--- src/rtl/udma_pkg.sv ---
// Shared types and the ns-to-cycle conversion for the data-in burst sender.
// Assumes all timing counts fit in TIM_W bits for the chosen clock period.
package udma_pkg;

    localparam int TIM_W  = 12;
    localparam int N_AGE  = 4;
    localparam int AGE_EDGE = 0;
    localparam int AGE_PREV = 1;
    localparam int AGE_DATA = 2;
    localparam int AGE_AUX  = 3;

    typedef enum logic [2:0] {
        ST_IDLE, ST_REQ, ST_AWAIT, ST_LOAD, ST_SEND, ST_REL
    } st_e;

    // Per-mode limits, already in clock cycles.
    typedef struct packed {
        logic [TIM_W-1:0] cyc;   // min gap between any two transitions
        logic [TIM_W-1:0] t2;    // min gap between same-direction transitions
        logic [TIM_W-1:0] dvs;   // data stable before a transition
        logic [TIM_W-1:0] dvh;   // data held after a transition
        logic [TIM_W-1:0] zi;    // wait after acknowledge before driving
    } tim_t;

    // Round a ns figure up to whole clock periods.
    function automatic int ns_to_cyc(input int ns, input int clk_ps);
        return (ns * 1000 + clk_ps - 1) / clk_ps;
    endfunction

    // Limits for one mode; any code above 2 maps to the fastest mode.
    function automatic tim_t build_timing(input int mode, input int clk_ps);
        tim_t t;
        int c_ns, t2_ns, s_ns;
        case (mode)
            0:       begin c_ns = 114; t2_ns = 235; s_ns = 70; end
            1:       begin c_ns = 75;  t2_ns = 156; s_ns = 48; end
            default: begin c_ns = 55;  t2_ns = 117; s_ns = 34; end
        endcase
        t.cyc = TIM_W'(ns_to_cyc(c_ns, clk_ps));
        t.t2  = TIM_W'(ns_to_cyc(t2_ns, clk_ps));
        t.dvs = TIM_W'(ns_to_cyc(s_ns, clk_ps));
        t.dvh = TIM_W'(ns_to_cyc(6, clk_ps));
        t.zi  = TIM_W'(ns_to_cyc(20, clk_ps));
        return t;
    endfunction

    // Pause cut-off per mode, used only for checking.
    function automatic int rfs_cycles(input int mode, input int clk_ps);
        case (mode)
            0:       return ns_to_cyc(75, clk_ps);
            1:       return ns_to_cyc(60, clk_ps);
            default: return ns_to_cyc(50, clk_ps);
        endcase
    endfunction

endpackage

--- src/rtl/udma_age_ctr.sv ---
// Saturating age counter: counts clocks since it was last loaded.
// Assumes the all-ones value stands for "long ago".
module udma_age_ctr #(
    parameter int W = 12
) (
    input  logic         clk,
    input  logic         rst_n,
    input  logic         ld,
    input  logic [W-1:0] ld_val,
    output logic [W-1:0] age
);

    // Load on request, otherwise count up and stick at all ones.
    always_ff @(posedge clk) begin
        if (!rst_n)
            age <= '1;
        else if (ld)
            age <= ld_val;
        else if (age != '1)
            age <= age + 1'b1;
    end

endmodule

--- src/rtl/udma_mode_table.sv ---
// Captures the transfer mode at burst start and serves its cycle limits.
// Assumes mode_in is stable in the cycle capture is high.
module udma_mode_table
    import udma_pkg::*;
#(
    parameter int CLK_PS = 5000,
    parameter int MODE_W = 2
) (
    input  logic              clk,
    input  logic              rst_n,
    input  logic              capture,
    input  logic [MODE_W-1:0] mode_in,
    output tim_t              tim,
    output logic [TIM_W-1:0]  rfs_lim
);

    localparam int N_CODES = 1 << MODE_W;

    tim_t             tab     [N_CODES];
    logic [TIM_W-1:0] rfs_tab [N_CODES];
    logic [MODE_W-1:0] mode_q;

    // One constant entry per mode code.
    for (genvar m = 0; m < N_CODES; m++) begin : g_mode
        localparam tim_t T = build_timing(m, CLK_PS);
        localparam int   R = rfs_cycles(m, CLK_PS);
        assign tab[m]     = T;
        assign rfs_tab[m] = TIM_W'(R);
    end

    // Hold the mode for the whole burst.
    always_ff @(posedge clk) begin
        if (!rst_n)
            mode_q <= '0;
        else if (capture)
            mode_q <= mode_in;
    end

    assign tim     = tab[mode_q];
    assign rfs_lim = rfs_tab[mode_q];

endmodule

--- src/rtl/udma_burst_ctrl.sv ---
// Burst sequencer: request/acknowledge handshake, word loading, strobe
// transitions gated by the age counters, pause, stop and close-out.
// Assumes host inputs are synchronous to clk.
module udma_burst_ctrl
    import udma_pkg::*;
#(
    parameter int DATA_W = 16
) (
    input  logic                        clk,
    input  logic                        rst_n,
    input  tim_t                        tim,
    input  logic                        burst_req,
    input  logic                        word_valid,
    input  logic [DATA_W-1:0]           word_data,
    output logic                        word_take,
    input  logic                        host_ack,
    input  logic                        host_stop,
    input  logic                        host_ready,
    input  logic [N_AGE-1:0][TIM_W-1:0] ages,
    output logic [N_AGE-1:0]            age_ld,
    output logic [N_AGE-1:0][TIM_W-1:0] age_ld_val,
    output logic                        mode_capture,
    output logic                        dev_req,
    output logic                        dev_drive,
    output logic                        dev_strobe,
    output logic [DATA_W-1:0]           dev_data,
    output logic                        burst_done
);

    st_e st, st_nx;
    logic [TIM_W-1:0] a_edge, a_prev, a_data, a_aux;
    logic hold_ok, ack_seen, go_drive, stop_now, take, fire, closing;

    assign a_edge = ages[AGE_EDGE];
    assign a_prev = ages[AGE_PREV];
    assign a_data = ages[AGE_DATA];
    assign a_aux  = ages[AGE_AUX];

    assign hold_ok  = a_edge >= tim.dvh;
    assign ack_seen = (st == ST_REQ) && host_ack;
    assign go_drive = (st == ST_AWAIT) && (a_aux >= tim.zi);
    assign stop_now = host_stop && hold_ok && ((st == ST_LOAD) || (st == ST_SEND));
    assign take     = (st == ST_LOAD) && hold_ok && !host_stop && word_valid;
    assign fire     = (st == ST_SEND) && !host_stop && host_ready &&
                      (a_data >= tim.dvs) && (a_edge >= tim.cyc) && (a_prev >= tim.t2);
    assign closing  = (st == ST_REL) && !host_ack;

    assign word_take    = take;
    assign mode_capture = (st == ST_IDLE) && burst_req;

    // Next-state selection.
    always_comb begin
        st_nx = st;
        case (st)
            ST_IDLE:  if (burst_req) st_nx = ST_REQ;
            ST_REQ:   if (host_ack) st_nx = ST_AWAIT;
            ST_AWAIT: if (go_drive) st_nx = ST_LOAD;
            ST_LOAD:  if (stop_now) st_nx = ST_REL;
                      else if (take) st_nx = ST_SEND;
            ST_SEND:  if (stop_now) st_nx = ST_REL;
                      else if (fire) st_nx = ST_LOAD;
            ST_REL:   if (closing) st_nx = ST_IDLE;
            default:  st_nx = ST_IDLE;
        endcase
    end

    // Restart or preset the age counters on timing events.
    always_comb begin
        age_ld     = '0;
        age_ld_val = '0;
        age_ld[AGE_AUX]      = ack_seen;
        age_ld_val[AGE_AUX]  = TIM_W'(1);
        age_ld[AGE_DATA]     = take;
        age_ld_val[AGE_DATA] = TIM_W'(1);
        age_ld[AGE_EDGE]     = fire || go_drive;
        age_ld_val[AGE_EDGE] = go_drive ? '1 : TIM_W'(1);
        age_ld[AGE_PREV]     = fire || go_drive;
        if (go_drive || (a_edge == '1))
            age_ld_val[AGE_PREV] = '1;
        else
            age_ld_val[AGE_PREV] = a_edge + 1'b1;
    end

    // State register.
    always_ff @(posedge clk) begin
        if (!rst_n)
            st <= ST_IDLE;
        else
            st <= st_nx;
    end

    // Registered bus-facing outputs.
    always_ff @(posedge clk) begin
        if (!rst_n) begin
            dev_req    <= 1'b0;
            dev_drive  <= 1'b0;
            dev_strobe <= 1'b1;
            dev_data   <= '0;
            burst_done <= 1'b0;
        end else begin
            burst_done <= closing;
            if (mode_capture)
                dev_req <= 1'b1;
            else if (stop_now)
                dev_req <= 1'b0;
            if (go_drive) begin
                dev_drive  <= 1'b1;
                dev_strobe <= 1'b1;
            end else if (stop_now) begin
                dev_drive <= 1'b0;
            end else if (fire) begin
                dev_strobe <= ~dev_strobe;
            end
            if (take)
                dev_data <= word_data;
        end
    end

endmodule

--- src/rtl/udma_din_sender.sv ---
// Top of the data-in burst sender: mode table, four age counters and the
// burst sequencer. Assumes CLK_PS keeps every limit below 2**TIM_W cycles.
module udma_din_sender
    import udma_pkg::*;
#(
    parameter int CLK_PS = 5000,
    parameter int DATA_W = 16,
    parameter int MODE_W = 2
) (
    input  logic              clk,
    input  logic              rst_n,
    input  logic [MODE_W-1:0] mode_sel,
    input  logic              burst_req,
    input  logic              word_valid,
    input  logic [DATA_W-1:0] word_data,
    output logic              word_take,
    output logic              dev_req,
    input  logic              host_ack,
    input  logic              host_stop,
    input  logic              host_ready,
    output logic              dev_strobe,
    output logic [DATA_W-1:0] dev_data,
    output logic              dev_drive,
    output logic              burst_done
);

    tim_t                        tim;
    logic [TIM_W-1:0]            rfs_lim;
    logic                        mode_capture;
    logic [N_AGE-1:0]            age_ld;
    logic [N_AGE-1:0][TIM_W-1:0] age_ld_val;
    logic [N_AGE-1:0][TIM_W-1:0] ages;

    udma_mode_table #(.CLK_PS(CLK_PS), .MODE_W(MODE_W)) u_tab (
        .clk(clk), .rst_n(rst_n), .capture(mode_capture),
        .mode_in(mode_sel), .tim(tim), .rfs_lim(rfs_lim)
    );

    // One age counter per timing reference point.
    for (genvar i = 0; i < N_AGE; i++) begin : g_age
        udma_age_ctr #(.W(TIM_W)) u_age (
            .clk(clk), .rst_n(rst_n), .ld(age_ld[i]),
            .ld_val(age_ld_val[i]), .age(ages[i])
        );
    end

    udma_burst_ctrl #(.DATA_W(DATA_W)) u_ctrl (
        .clk(clk), .rst_n(rst_n), .tim(tim),
        .burst_req(burst_req), .word_valid(word_valid),
        .word_data(word_data), .word_take(word_take),
        .host_ack(host_ack), .host_stop(host_stop), .host_ready(host_ready),
        .ages(ages), .age_ld(age_ld), .age_ld_val(age_ld_val),
        .mode_capture(mode_capture), .dev_req(dev_req),
        .dev_drive(dev_drive), .dev_strobe(dev_strobe),
        .dev_data(dev_data), .burst_done(burst_done)
    );

endmodule

--- config.mk ---
export PLATFORM = sky130hd
export DESIGN_NAME = udma_din_sender
export DESIGN_NICKNAME = d
export VERILOG_FILES = /design/src/rtl/udma_pkg.sv /design/src/rtl/udma_age_ctr.sv /design/src/rtl/udma_mode_table.sv /design/src/rtl/udma_burst_ctrl.sv /design/src/rtl/udma_din_sender.sv
export SDC_FILE = /design/constraint.sdc
export NUM_CORES = 1
export LEC_CHECK = 0
export CAP_MARGIN = 20
export CORE_MARGIN = 5
export CORE_UTILIZATION = 38
export CTS_CLUSTER_DIAMETER = 40
export CTS_CLUSTER_SIZE = 30
export DETAILED_ROUTE_END_ITERATION = 8
export DONT_BUFFER_PORTS = 1
export GPL_TIMING_DRIVEN = 1
export SYNTH_ARGS = -nofsm -noshare
export SYNTH_HDL_FRONTEND = slang
export SYNTH_HIERARCHICAL = 1
export SYNTH_SLANG_ARGS = --single-unit
--- constraint.sdc ---
create_clock -name clk -period 3.7 [get_ports clk]
set_input_delay 0.925 -clock clk [delete_from_list [all_inputs] [get_ports clk]]
set_output_delay 0.925 -clock clk [all_outputs]
set_load 0.02 [all_outputs]
* Word level (Yosys, flattened, before mapping)
Cells that the tools add are included.
Word-level totals: logic and storage cells 99, flip-flop bits (word level) 73
Cells by class: equal/unequal tests 16, bitwise gates (word level) 4, add/subtract/negate cells 4, reduce and logical (&&, ||, !) cells 31, $lt $le $gt $ge 6, muxes and demuxes 25
Operators with widths (number):
- binary-select mux 60 bit (select 2 bit) | 1
- two-way mux 12 bit | 10
- two-way mux 60 bit | 2
- >= comparator 12 bit | 5
- adder 12 x 1 -> 12 bit, second input constant | 4
- != test 12 bit, second input constant | 4
- two-way mux 3 bit | 8
- case mux 3 bit (6 select lines) | 1
- logical AND 1 bit | 14
- == test 12 bit, second input constant | 1
- nonzero test 2 bit | 6
- == test 3 x 2 -> 1 bit, second input constant | 2
- == test 3 bit, second input constant | 2
- AND reduction 6 bit | 1
- OR reduction 2 bit | 3
- != test 2 x 1 -> 1 bit, second input constant | 2
- != test 2 bit, second input constant | 2
- == test 3 x 1 -> 1 bit, second input constant | 1
- >= comparator 3 bit, second input constant | 1
- logical NOT 3 bit | 1
- logical OR 1 bit | 3
- two-way mux 1 bit | 3
- != test 3 x 1 -> 1 bit, second input constant | 1
- != test 3 x 2 -> 1 bit, second input constant | 1
- other kinds (4) | 7

* Depth between registers and ports, before layout
depth in word-level cells 11, depth in mapped cells 17, gate-level depth less buffers 14

* By module
The synthesis kept the hierarchy.
By module, submodules not included:
- udma_burst_ctrl | area an instance 3085.5 um2, times used 1, sequential area each 460.4 um2, cells an instance 410
- udma_age_ctr | area an instance 689.4 um2, times used 4, sequential area each 240.2 um2, cells an instance 81
- udma_mode_table | area an instance 605.6 um2, times used 1, sequential area each 40.0 um2, cells an instance 80

* Worst setup path after synthesis
OpenSTA, ideal clock, no wires.
path type register to register, from register u_tab.mode_q[1], to register g_age[1].u_age.age[7], period minus slack after synthesis 3024 ps, arrival time 2885 ps, slack 676 ps, library setup time 139 ps, cell stages (with the launch flop) 15, data required time 3561 ps, cells stage by stage dfxtp_1 > nor2_1 > buf_4 > inv_1 > ha_1 > a211o_2 > a31oi_1 > o311a_1 > or4_4 > nand2_1 > buf_4 > inv_1 > buf_6 > a21boi_2 > o211ai_1
RTL lines:
- start, declared | RTL line udma_mode_table.sv:21 | logic [MODE_W-1:0] mode_q;
- start signal, assigned | RTL line udma_mode_table.sv:36 | mode_q <= mode_in;
- end signal, assigned | RTL line udma_age_ctr.sv:18 | age <= ld_val;
- end signal, assigned | RTL line udma_age_ctr.sv:20 | age <= age + 1'b1;
- end, declared | RTL line udma_age_ctr.sv:10 | output logic [W-1:0] age

* Worst setup path after layout
from register g_age[0].u_age.age[5], to output port word_take
On the way: word-level cells in the longest chain between the ends 4
RTL lines:
- start, declared | RTL line udma_age_ctr.sv:10
- start signal, assigned | RTL line udma_age_ctr.sv:18
- start signal, assigned | RTL line udma_age_ctr.sv:20
- >= comparator 12 bit | RTL line udma_burst_ctrl.sv:39 | assign hold_ok = a_edge >= tim.dvh;
- logical AND 1 bit (3 in a row) | RTL line udma_burst_ctrl.sv:43 | assign take = (st == ST_LOAD) && hold_ok && !host_stop && word_valid;
- end, declared | RTL line udma_din_sender.sv:16 | output logic word_take,
No other way between the ends.

==> metrics <==
Filler cells=1,724; clock buffer depth=2; die area=slightly below 20,000 um^2; highest-delay cell along the critical path=dfxtp_1; Mapped Cells=just over 800; core footprint=16,500 um^2; total congestion overflow=0; Syn Std Cell Area=between 6000 and 7000 um^2; post-cts resize count=0; clk sink count=73; Peak supply drop=about 0.35 mV; R2R Setup Slk=around 0.44 ns; post-CTS setup repair buffer count=0; Cell Chain, Critical Path=ha_1, a21oi_1, nor3_1, or4_1, o21ai_2, inv_2; Hold Path Class=flop to flop; Total Routing Usage GR=between 10% and 20%; dpl hpwl=~9.6 mm; CTS Hold Bufs=0; Synth Warn #=6; fin nets=870; Final Cycle Share=about 90%; critical path class=flop to output port; initial antenna violation count=1; worst setup path start=g_age[0].u_age/age[5]$_SDFFE_PN1P_; Reg clk slew, reported paths=around 0.06 ns; root buf cell=clkbuf_16; row cnt=47; drt wl/cell=between 10 and 15 um; Clock Latency Late Sink=0.35 ns; Design Power=~4.6 mW; status=complete, no violations; Leak=2.78 nW; final WL=~13 mm; Boundary Pins=46; minimum hold slack=about 0.55 ns; Initial Utilization=38.6%; residual DRC count=0; Routability Congestion=a little under 0.8; DRT iter0 DRCs=approximately 240; Area Growth Syn to Fin=0.863%; 1st-pass router iterations=4; layout cell share with drive strength beyond 1=under 10%; largest net degree at the start of global routing=44; Final Hold Viols=0; worst-path maximum fanout=15; TritonCTS Buffers=9; slowest stage delay, CP=roughly 0.59 ns; GRT met2 Usage=a little under a quarter; CP endpoint=word_take; fmax=roughly 300 MHz; Die X=140 um; global routing usage on met3=roughly 3.3%; vias in the first global route=around 4,400; final core utilization=between 30% and 40%; Worst slew margin=a little under two fifths; CTS tree=yes; first-pass GRT wire length=between 20 and 25 mm; IO Port Bufs=0; worst path required time=~2.8 ns; PD cells=between 700 and 800 nW/um^2; RSZ-0062 raised after global routing=false; Vias/cell=~4.7; setup TNS=0 ns; CP startpoint kind=flop; clk_skew=~0.0092 ns; Worst Tran Pin Value=about 0.91 ns; met1 GRT Util=16.8%; crit path DAT=~2.4 ns; final setup fails=0; Tmin final=~3.3 ns; Routed Antenna Nets=0; max-cap viol count=0; Die H=about 140 um; reg2reg start=u_tab/mode_q[1]$_SDFFE_PN0P_; cell depth of the worst flop-to-flop path=13; Mean Syn Cell Area=roughly 7.9 um^2; fin. max-slew vios=0; busiest grt layer=met2; via count=approximately 4,700; H-tree levels=3; Crit. End Element=output port; RR Endpoint=g_age[0].u_age/age[11]$_SDFFE_PN1P_
## worst max-delay path, delay by kind of cell, from the launching register on
family          cells  cell delay [ns]
buf+inv             1             0.18
flops               1             0.59
fa+ha+maj           1             0.33
simple gates        2             0.61
compound gates      2             0.35
## routing by layer
layer  part of all wire (%)  wire (um)  vias up
li1                       -          -     2568
met1                     48       6130     2121
met2                     47       6110       38
met3                    3.4        434       13
met4                    1.7        218        0
met5                      0          0        -
## cell type report
cell class                      count  area [um^2]  share of cell area (%)
Antenna cell                        1         2.50                  0.0389
Tap cell                          220          275                    4.28
Multi-Input combinational cell    609         4020                    62.4
Clock buffer                       10          239                    3.71
Sequential cell                    73         1460                    22.7
Clock inverter                      6         65.1                    1.01
Timing Repair Buffer               13         97.6                    1.52
Inverter                           74          278                    4.32
## power by group
part	leakage, nW	switching (mW)	internal, mW
combinational	2.03	1.28	1.09
clock	0.149	0.361	0.542
sequential	0.600	0.330	0.987
total	2.78	1.97	2.62
## per-stage QoR
step                      cell area, um^2  worst slack, ns  std cells
after floorplan                      6640            0.676        874
after global placement               6130            0.473        989
after detailed placement             6130            0.435        989
after CTS                            6430            0.322       1005
after global routing                 6440            0.140       1006
final                                6440            0.363       1006
## sequential cells by signal, indices dropped and copies added, names as in the netlist
name               cells
u_ctrl/dev_req         1
u_tab/mode_q           2
u_ctrl/dev_data       16
u_ctrl/dev_drive       1
g_age.u_age/age       48
u_ctrl/st              3
u_ctrl/burst_done      1
u_ctrl/dev_strobe      1
## worst min-delay path by stage
| stage | startpoint | endpoint | slack, ns | cells past startpoint |
|---|---|---|---|---|
| final | u_tab/mode_q[0]$_SDFFE_PN0P_ | u_tab/mode_q[0]$_SDFFE_PN0P_ | 0.55 | 2 |
| after global routing | u_ctrl/dev_data[12]$_SDFFE_PN0P_ | u_ctrl/dev_data[12]$_SDFFE_PN0P_ | 0.59 | 2 |
| after CTS | u_tab/mode_q[0]$_SDFFE_PN0P_ | u_tab/mode_q[0]$_SDFFE_PN0P_ | 0.56 | 2 |
| after detailed placement | u_tab/mode_q[0]$_SDFFE_PN0P_ | u_tab/mode_q[0]$_SDFFE_PN0P_ | 0.55 | 2 |
| after global placement | u_tab/mode_q[0]$_SDFFE_PN0P_ | u_tab/mode_q[0]$_SDFFE_PN0P_ | 0.52 | 2 |
| after floorplan | u_tab/mode_q[0]$_SDFFE_PN0P_ | u_tab/mode_q[0]$_SDFFE_PN0P_ | 0.51 | 2 |
## layout by cell type, fill, tap and decap left out, types with 9 or more instances in the layout
cell type  instances
a21boi_0          15
a21oi_1           26
buf_4             13
clkbuf_16          9
conb_1            73
dfxtp_1           73
ha_1              65
inv_1             73
mux2i_1           15
nand2_1          111
nand3_1           29
nand4_1           17
nor2_1            38
nor2b_1           12
nor3_1            24
nor4_1             9
o211ai_1          13
o21ai_0           28
xnor2_1           13
xor2_1            13
Power figures use the tool's default switching activity.
